[config.mk]
export PLATFORM = sky130hd
export DESIGN_NAME = atten_ctrl
export DESIGN_NICKNAME = d
export VERILOG_FILES = /design/src/rtl/atten_pkg.sv /design/src/rtl/atten_sync.sv /design/src/rtl/atten_shift_chain.sv /design/src/rtl/atten_code_reg.sv /design/src/rtl/atten_ctrl.sv
export SDC_FILE = /design/constraint.sdc
export NUM_CORES = 1
export LEC_CHECK = 0
export BUFFER_PORTS_ARGS = -buffer_cell sky130_fd_sc_hd__buf_2
export CAP_MARGIN = 20
export CORE_MARGIN = 1
export CORE_UTILIZATION = 50
export CTS_CLUSTER_DIAMETER = 60
export DETAILED_ROUTE_END_ITERATION = 10
export HOLD_SLACK_MARGIN = 0.08
export PLACE_DENSITY_LB_ADDON = 0.3
export SETUP_SLACK_MARGIN = 0.02
export SYNTH_ARGS = -nofsm -noshare
export SYNTH_HDL_FRONTEND = slang
export SYNTH_SLANG_ARGS = --single-unit
[constraint.sdc]
create_clock -name clk -period 1.3 [get_ports clk]
set_clock_uncertainty 0.05 [all_clocks]
set_input_delay 0.26 -clock clk [delete_from_list [all_inputs] [get_ports clk]]
set_output_delay 0.26 -clock clk [all_outputs]
set_load 0.03 [all_outputs]
[src/rtl/atten_pkg.sv]
package atten_pkg;

   typedef enum logic {
      CTRL_PARALLEL = 1'b0,
      CTRL_SERIAL   = 1'b1
   } ctrl_mode_e;

   localparam int unsigned DEF_CODE_W    = 6;
   localparam int unsigned DEF_CHAIN_LEN = 8;
   localparam int unsigned DEF_SYNC      = 2;

endpackage

[src/rtl/atten_sync.sv]
module atten_sync #(
   parameter int unsigned WIDTH  = 8,
   parameter int unsigned STAGES = 2
) (
   input  logic             clk,
   input  logic             rst,
   input  logic [WIDTH-1:0] d,
   output logic [WIDTH-1:0] q
);

   generate
      if (STAGES == 0) begin : g_bypass
         assign q = d;
      end else begin : g_flops
         logic [STAGES-1:0][WIDTH-1:0] stage_q;
         always_ff @(posedge clk) begin
            if (rst) begin
               stage_q <= '0;
            end else begin
               stage_q[0] <= d;
               for (int i = 1; i < int'(STAGES); i++) begin
                  stage_q[i] <= stage_q[i-1];
               end
            end
         end
         assign q = stage_q[STAGES-1];
      end
   endgenerate

endmodule

[src/rtl/atten_shift_chain.sv]
module atten_shift_chain #(
   parameter int unsigned LEN = 8
) (
   input  logic           clk,
   input  logic           rst,
   input  logic           shift_en,
   input  logic           din,
   output logic [LEN-1:0] chain_q,
   output logic           dout
);

   always_ff @(posedge clk) begin
      if (rst) begin
         chain_q <= '0;
      end else if (shift_en) begin
         chain_q <= {chain_q[LEN-2:0], din};
      end
   end

   assign dout = chain_q[LEN-1];

endmodule

[src/rtl/atten_code_reg.sv]
module atten_code_reg #(
   parameter int unsigned WIDTH = 6
) (
   input  logic             clk,
   input  logic             rst,
   input  logic             load_en,
   input  logic [WIDTH-1:0] load_val,
   output logic [WIDTH-1:0] code_q
);

   always_ff @(posedge clk) begin
      if (rst) begin
         code_q <= '0;
      end else if (load_en) begin
         code_q <= load_val;
      end
   end

endmodule

[src/rtl/atten_ctrl.sv]
module atten_ctrl
   import atten_pkg::*;
#(
   parameter int unsigned CODE_W      = DEF_CODE_W,
   parameter int unsigned CHAIN_LEN   = DEF_CHAIN_LEN,
   parameter int unsigned SYNC_STAGES = DEF_SYNC,
   parameter int unsigned DATA_PIN    = 4,
   parameter int unsigned SCLK_PIN    = 5
) (
   input  logic              clk,
   input  logic              rst,
   input  logic              mode_ser,
   input  logic              latch_en,
   input  logic [CODE_W-1:0] ctl_pin,
   output logic              ser_out,
   output logic [CODE_W-1:0] atten_sel
);

   localparam int unsigned BUS_W = CODE_W + 2;

   generate
      if (CHAIN_LEN < CODE_W + 1) begin : g_bad_chain
         $error("atten_ctrl: CHAIN_LEN must exceed CODE_W");
      end
      if (DATA_PIN >= CODE_W || SCLK_PIN >= CODE_W || DATA_PIN == SCLK_PIN) begin : g_bad_pin
         $error("atten_ctrl: serial pin indices must be distinct and below CODE_W");
      end
   endgenerate

   logic [BUS_W-1:0]  raw_bus;
   logic [BUS_W-1:0]  sync_bus;
   logic              s_mode;
   logic              s_le;
   logic [CODE_W-1:0] s_par;
   logic              sck_prev;
   logic              le_prev;
   logic              sck_rise;
   logic              le_rise;
   logic              shift_en;
   logic              load_en;
   logic [CODE_W-1:0] load_val;
   logic [CHAIN_LEN-1:0] chain_q;
   ctrl_mode_e        cur_mode;

   assign raw_bus = {mode_ser, latch_en, ctl_pin};

   atten_sync #(.WIDTH(BUS_W), .STAGES(SYNC_STAGES)) i_sync (
      .clk (clk),
      .rst (rst),
      .d   (raw_bus),
      .q   (sync_bus)
   );

   assign s_mode   = sync_bus[BUS_W-1];
   assign s_le     = sync_bus[BUS_W-2];
   assign s_par    = sync_bus[CODE_W-1:0];
   assign cur_mode = ctrl_mode_e'(s_mode);

   always_ff @(posedge clk) begin
      if (rst) begin
         sck_prev <= 1'b0;
         le_prev  <= 1'b0;
      end else begin
         sck_prev <= s_par[SCLK_PIN];
         le_prev  <= s_le;
      end
   end

   assign sck_rise = s_par[SCLK_PIN] & ~sck_prev;
   assign le_rise  = s_le & ~le_prev;

   // Shift only in serial mode with the latch low; a high latch masks the clock.
   assign shift_en = (cur_mode == CTRL_SERIAL) && !s_le && sck_rise;

   atten_shift_chain #(.LEN(CHAIN_LEN)) i_chain (
      .clk      (clk),
      .rst      (rst),
      .shift_en (shift_en),
      .din      (s_par[DATA_PIN]),
      .chain_q  (chain_q),
      .dout     (ser_out)
   );

   always_comb begin
      if (cur_mode == CTRL_SERIAL) begin
         load_en  = le_rise;
         load_val = chain_q[CODE_W-1:0];
      end else begin
         load_en  = s_le;
         load_val = s_par;
      end
   end

   atten_code_reg #(.WIDTH(CODE_W)) i_code (
      .clk      (clk),
      .rst      (rst),
      .load_en  (load_en),
      .load_val (load_val),
      .code_q   (atten_sel)
   );

endmodule

Word level (Yosys, flattened, before mapping)
Cells that the tools add are included.
- register bits: 32
- word-level logic and storage cells: 15
- muxes and demuxes: 2
- bitwise logic cells: 4
- reduce and logical (&&, ||, !) cells: 3
- operator list (cell ; count):
    6-bit 2-to-1 mux ; 1
    1-bit AND ; 2
    1-bit logical AND ; 2
    1-bit NOT ; 2
    1-bit logical NOT ; 1
    1-bit 2-to-1 mux ; 1

Longest topological paths before layout
- word-level depth: 3
- gate-level depth with buffers: 5
- mapped depth without buffers: 3

Modules after synthesis
A second synthesis with hierarchy kept.
- cell total of the unflattened synthesis: 100
- area total of the unflattened synthesis: 1204.9 sq um
- by module, submodules not included (module ; times used ; cells each ; area an instance (sq um) ; sequential area each (sq um)):
    atten_sync ; 1 ; 41 ; 524.3 ; 320.3
    atten_shift_chain ; 1 ; 27 ; 292.8 ; 160.2
    atten_code_reg ; 1 ; 19 ; 214.0 ; 120.1
    atten_ctrl ; 1 ; 13 ; 173.9 ; 40.0

Worst setup path after synthesis
OpenSTA, ideal clock, no wires.
- path kind: reg-to-reg
- start point: register i_sync.g_flops.stage_q (netlist bit i_sync.q[7])
- end point: register i_chain.chain_q[7]
- library setup time: 0.128 ns
- data arrival time: 1.011 ns
- required time: 1.122 ns
- setup slack: 0.112 ns
- cell stages (with the launch flop): 6
- buffers on the path: 2
- period minus slack after synthesis: 1.188 ns
- cell sequence: dfxtp_1 buf_6 and4bb_1 buf_6 mux2i_1 nor2_1
- cells in the longest elaborated chain, start to end: 2
- RTL lines (what ; line ; source):
    from (decl) ; atten_sync.sv:15 ; logic [STAGES-1:0][WIDTH-1:0] stage_q;
    from (signal, indexed assignment) ; atten_sync.sv:22 ; stage_q[i] <= stage_q[i-1];
    1-bit logical AND (2 in series) ; atten_ctrl.sv:73 ; assign shift_en = (cur_mode == CTRL_SERIAL) && !s_le && sck_rise;
    to (signal assigned) ; atten_shift_chain.sv:16 ; chain_q <= {chain_q[LEN-2:0], din};
    to (decl) ; atten_shift_chain.sv:8 ; output logic [LEN-1:0] chain_q,
No other way between the ends.
A chain may end at the register's enable or synchronous reset.

Final worst setup path
- start point: register i_sync.g_flops.stage_q (netlist bit i_sync.q[7])
- end point: register i_code.code_q[3]
- cells in the longest elaborated chain, start to end: 1
- elaborated cells on any way between the ends: 2
- RTL lines (what ; line ; source):
    6-bit 2-to-1 mux / 1-bit 2-to-1 mux (equally long branches) ; atten_ctrl.sv:85 ; if (cur_mode == CTRL_SERIAL) begin
    to (signal assigned) ; atten_code_reg.sv:15 ; code_q <= load_val;
    to (decl) ; atten_code_reg.sv:8 ; output logic [WIDTH-1:0] code_q
Parallel ways exist; a longest one is shown, timed or not.

==> summary.txt <==
Clocking
  • CTS tree: done
  • Clock Path Buffers: 2
  • Hold_buf cts: 0
  • Post-CTS Setup Inserts: 0
  • PostCTS Resize Cnt: 0
  • H-tree depth: 2
  • Sink Count: 32
  • CTS Buf Count: 5
  • Skew-Pair Late Insertion Delay: 0.32 ns
  • Worst-path clk slew: 0.09 ns
  • Root buffer cell: clkbuf_4

Pwr
  • Static Leak: 0.0005032 uW
  • Worst VDD drop: 1164 uV
  • PD cells: approximately 1500 nW/um^2

Layout
  • Layout cell share with drive strength beyond 1: 0.2478
  • Nets: roughly 120
  • Area Growth Syn to Fin: 19.06%
  • Register Area: around 640 sq um
  • Multi-input gate area: 381.6 sq um
  • Cell Count, Final, Fillers Out: between 100 and 150
  • FILL cells: 171
  • # diodes: 0

Timing
  • Count of final max-slew check failures: 0
  • RSZ-0062 raised after global routing: yes
  • Max Fclk: 0.8373 GHz
  • Final setup vio count: 0
  • Hold WS: 0.09171 ns
  • Slew headroom: 0.8095
  • Minimum clock period: 1.194 ns
  • Final hold violations: 0
  • Fin Setup TNS: 0 ns
  • Worst Max-Slew Pin Slew: ~0.28 ns
  • Crit share post-route: 0.9187

Setup path
  • CP required: 1.48 ns
  • Crit-path max FO: 12
  • CP Launch Point: i_sync.q[7]
  • Worst r2r src: i_sync.q[7]
  • Critical path startpoint category: flip-flop
  • Critical path endpoint category: flip-flop
  • Critical Path AT: 1.38 ns
  • Worst setup path category: flip-flop to flip-flop

Yosys
  • Yosys warnings: 0
  • Syn Area/Cell: 11.56 sq um
  • Synth Cell Area: 1064 sq um
  • Syn nets: 102
  • Seq cells post-synth: 32
  • Post-synthesis instance total: 92
  • Unique cell type count in the Yosys netlist: 10
  • Sequential area share after synthesis: 0.6024

GRT
  • Gr usage total: 0.1448
  • GR Overflow Total: 0
  • Vias in the first global route: 523
  • Initial antenna violation count: 0
  • First-pass GRT wire length: 2.139 mm
  • Pin count of the biggest net entering global routing: 33

Die
  • Area of the die: 2316 sq um
  • Die W: 48.12 um
  • Starting Density: 0.5366
  • Core outline area: 1982 sq um
  • Top Ports: 17
  • Die Ht: 48.12 um
  • Number of cell rows: 16

Hold path
  • Hold_sp: ctl_pin[5]
  • Tightest Hold Check Type: input port to flip-flop

Placed design
  • Post-DP HPWL: 955.4 um
  • Dpl cells: about 130
  • Placer congestion estimate: 0.7367
  • Port bufs: 16

Detailed routing
  • 1st-pass router iterations: 3
  • ANT nets after route: 0
  • Routed length per instance: just under 10 um
  • Final WL: 1.376 mm
  • Routed via count: 634
  • Post-route DRC: 0
  • Via/cell ratio: 4.529
  • Detailed Route Iter0 Violations: 7

Run status
  • Status: completed

Run
  • Max Cap Viol: 0
synthesized netlist by cell type, drive strengths merged:
| cell type | n | area, sq um |
|---|---|---|
| a211oi | 6 | 45.04 |
| a21boi | 1 | 18.77 |
| and4bb | 1 | 12.51 |
| buf | 3 | 30.03 |
| clkbuf | 3 | 11.26 |
| dfxtp | 32 | 640.6 |
| mux2i | 14 | 140.1 |
| nor2 | 14 | 52.55 |
| nor2b | 18 | 112.6 |
through the flow:
step / setup WS [ns] / cell area, sq um / utilization / power, uW
floorplan: 0.1118 / 1064 / - / 1124
global placement: 0.1574 / 1171 / 0.5909 / 1155
detailed placement: 0.1147 / 1171 / 0.5909 / 1159
CTS: 0.09040 / 1266 / 0.6389 / 1980
global route: 0.01360 / 1266 / 0.6389 / 2040
finish: 0.1057 / 1266 / 0.6389 / 1956
critical path, cell delays in order, from the launching register on:
cell,delay [ns]
dfxtp_1,0.32
buf_4,0.17
a21boi_4,0.28
nor2_1,0.07
a211oi_1,0.22
cells in the final DEF (no fill, tap or decap), drive strengths merged:
cell type,n
a211oi,6
dfxtp,32
a21boi,1
and4bb,1
clkbuf,7
nor2,14
buf,19
mux2i,14
bufinv,1
nor2b,18
state kept, by name, indices dropped and copies added, names as in the netlist:
register and flops:
i_sync.g_flops.stage_q 8, sck_prev 1, le_prev 1, i_code.code_q 6, i_chain.chain_q 8, i_sync.q 8
layer usage:
metal	wire length (um)	up-vias	GRT usage
li1	-	339	-
met1	658	272	0.1717
met2	601	18	0.2081
met3	75	5	0.06667
met4	41	0	0.1000
met5	0	-	0
cells by family after synthesis:
| kind of cell | after synthesis | share of synthesized area |
|---|---|---|
| compound gates | 7 | 0.06000 |
| flops | 32 | 0.6023 |
| simple gates | 33 | 0.1671 |
| mux | 14 | 0.1318 |
| buf+inv | 6 | 0.03882 |
report_power, final:
| part | switching, uW | internal (uW) | total [uW] |
|---|---|---|---|
| logic | 58.3 | 51.1 | 109 |
| registers | 11.0 | 1010 | 1020 |
| clock network | 311 | 510 | 821 |
final timing paths:
kind	cells past startpoint	slack [ns]	endpoint
setup reg to reg	4	0.11	i_code.code_q[3]
setup / recovery	4	0.11	i_code.code_q[3]
hold / removal	2	0.09	i_sync.g_flops.stage_q[5]
hold reg to reg	1	0.39	i_sync.q[4]
cell type report:
cell class	count	share of cell area
clock buffers	7	0.05138
clock inverters	1	0.02372
multi-input cells	54	0.3014
flip-flops and latches	32	0.5059
well taps	27	0.02668
repair buffers	19	0.09091
Power figures use the tool's default switching activity.
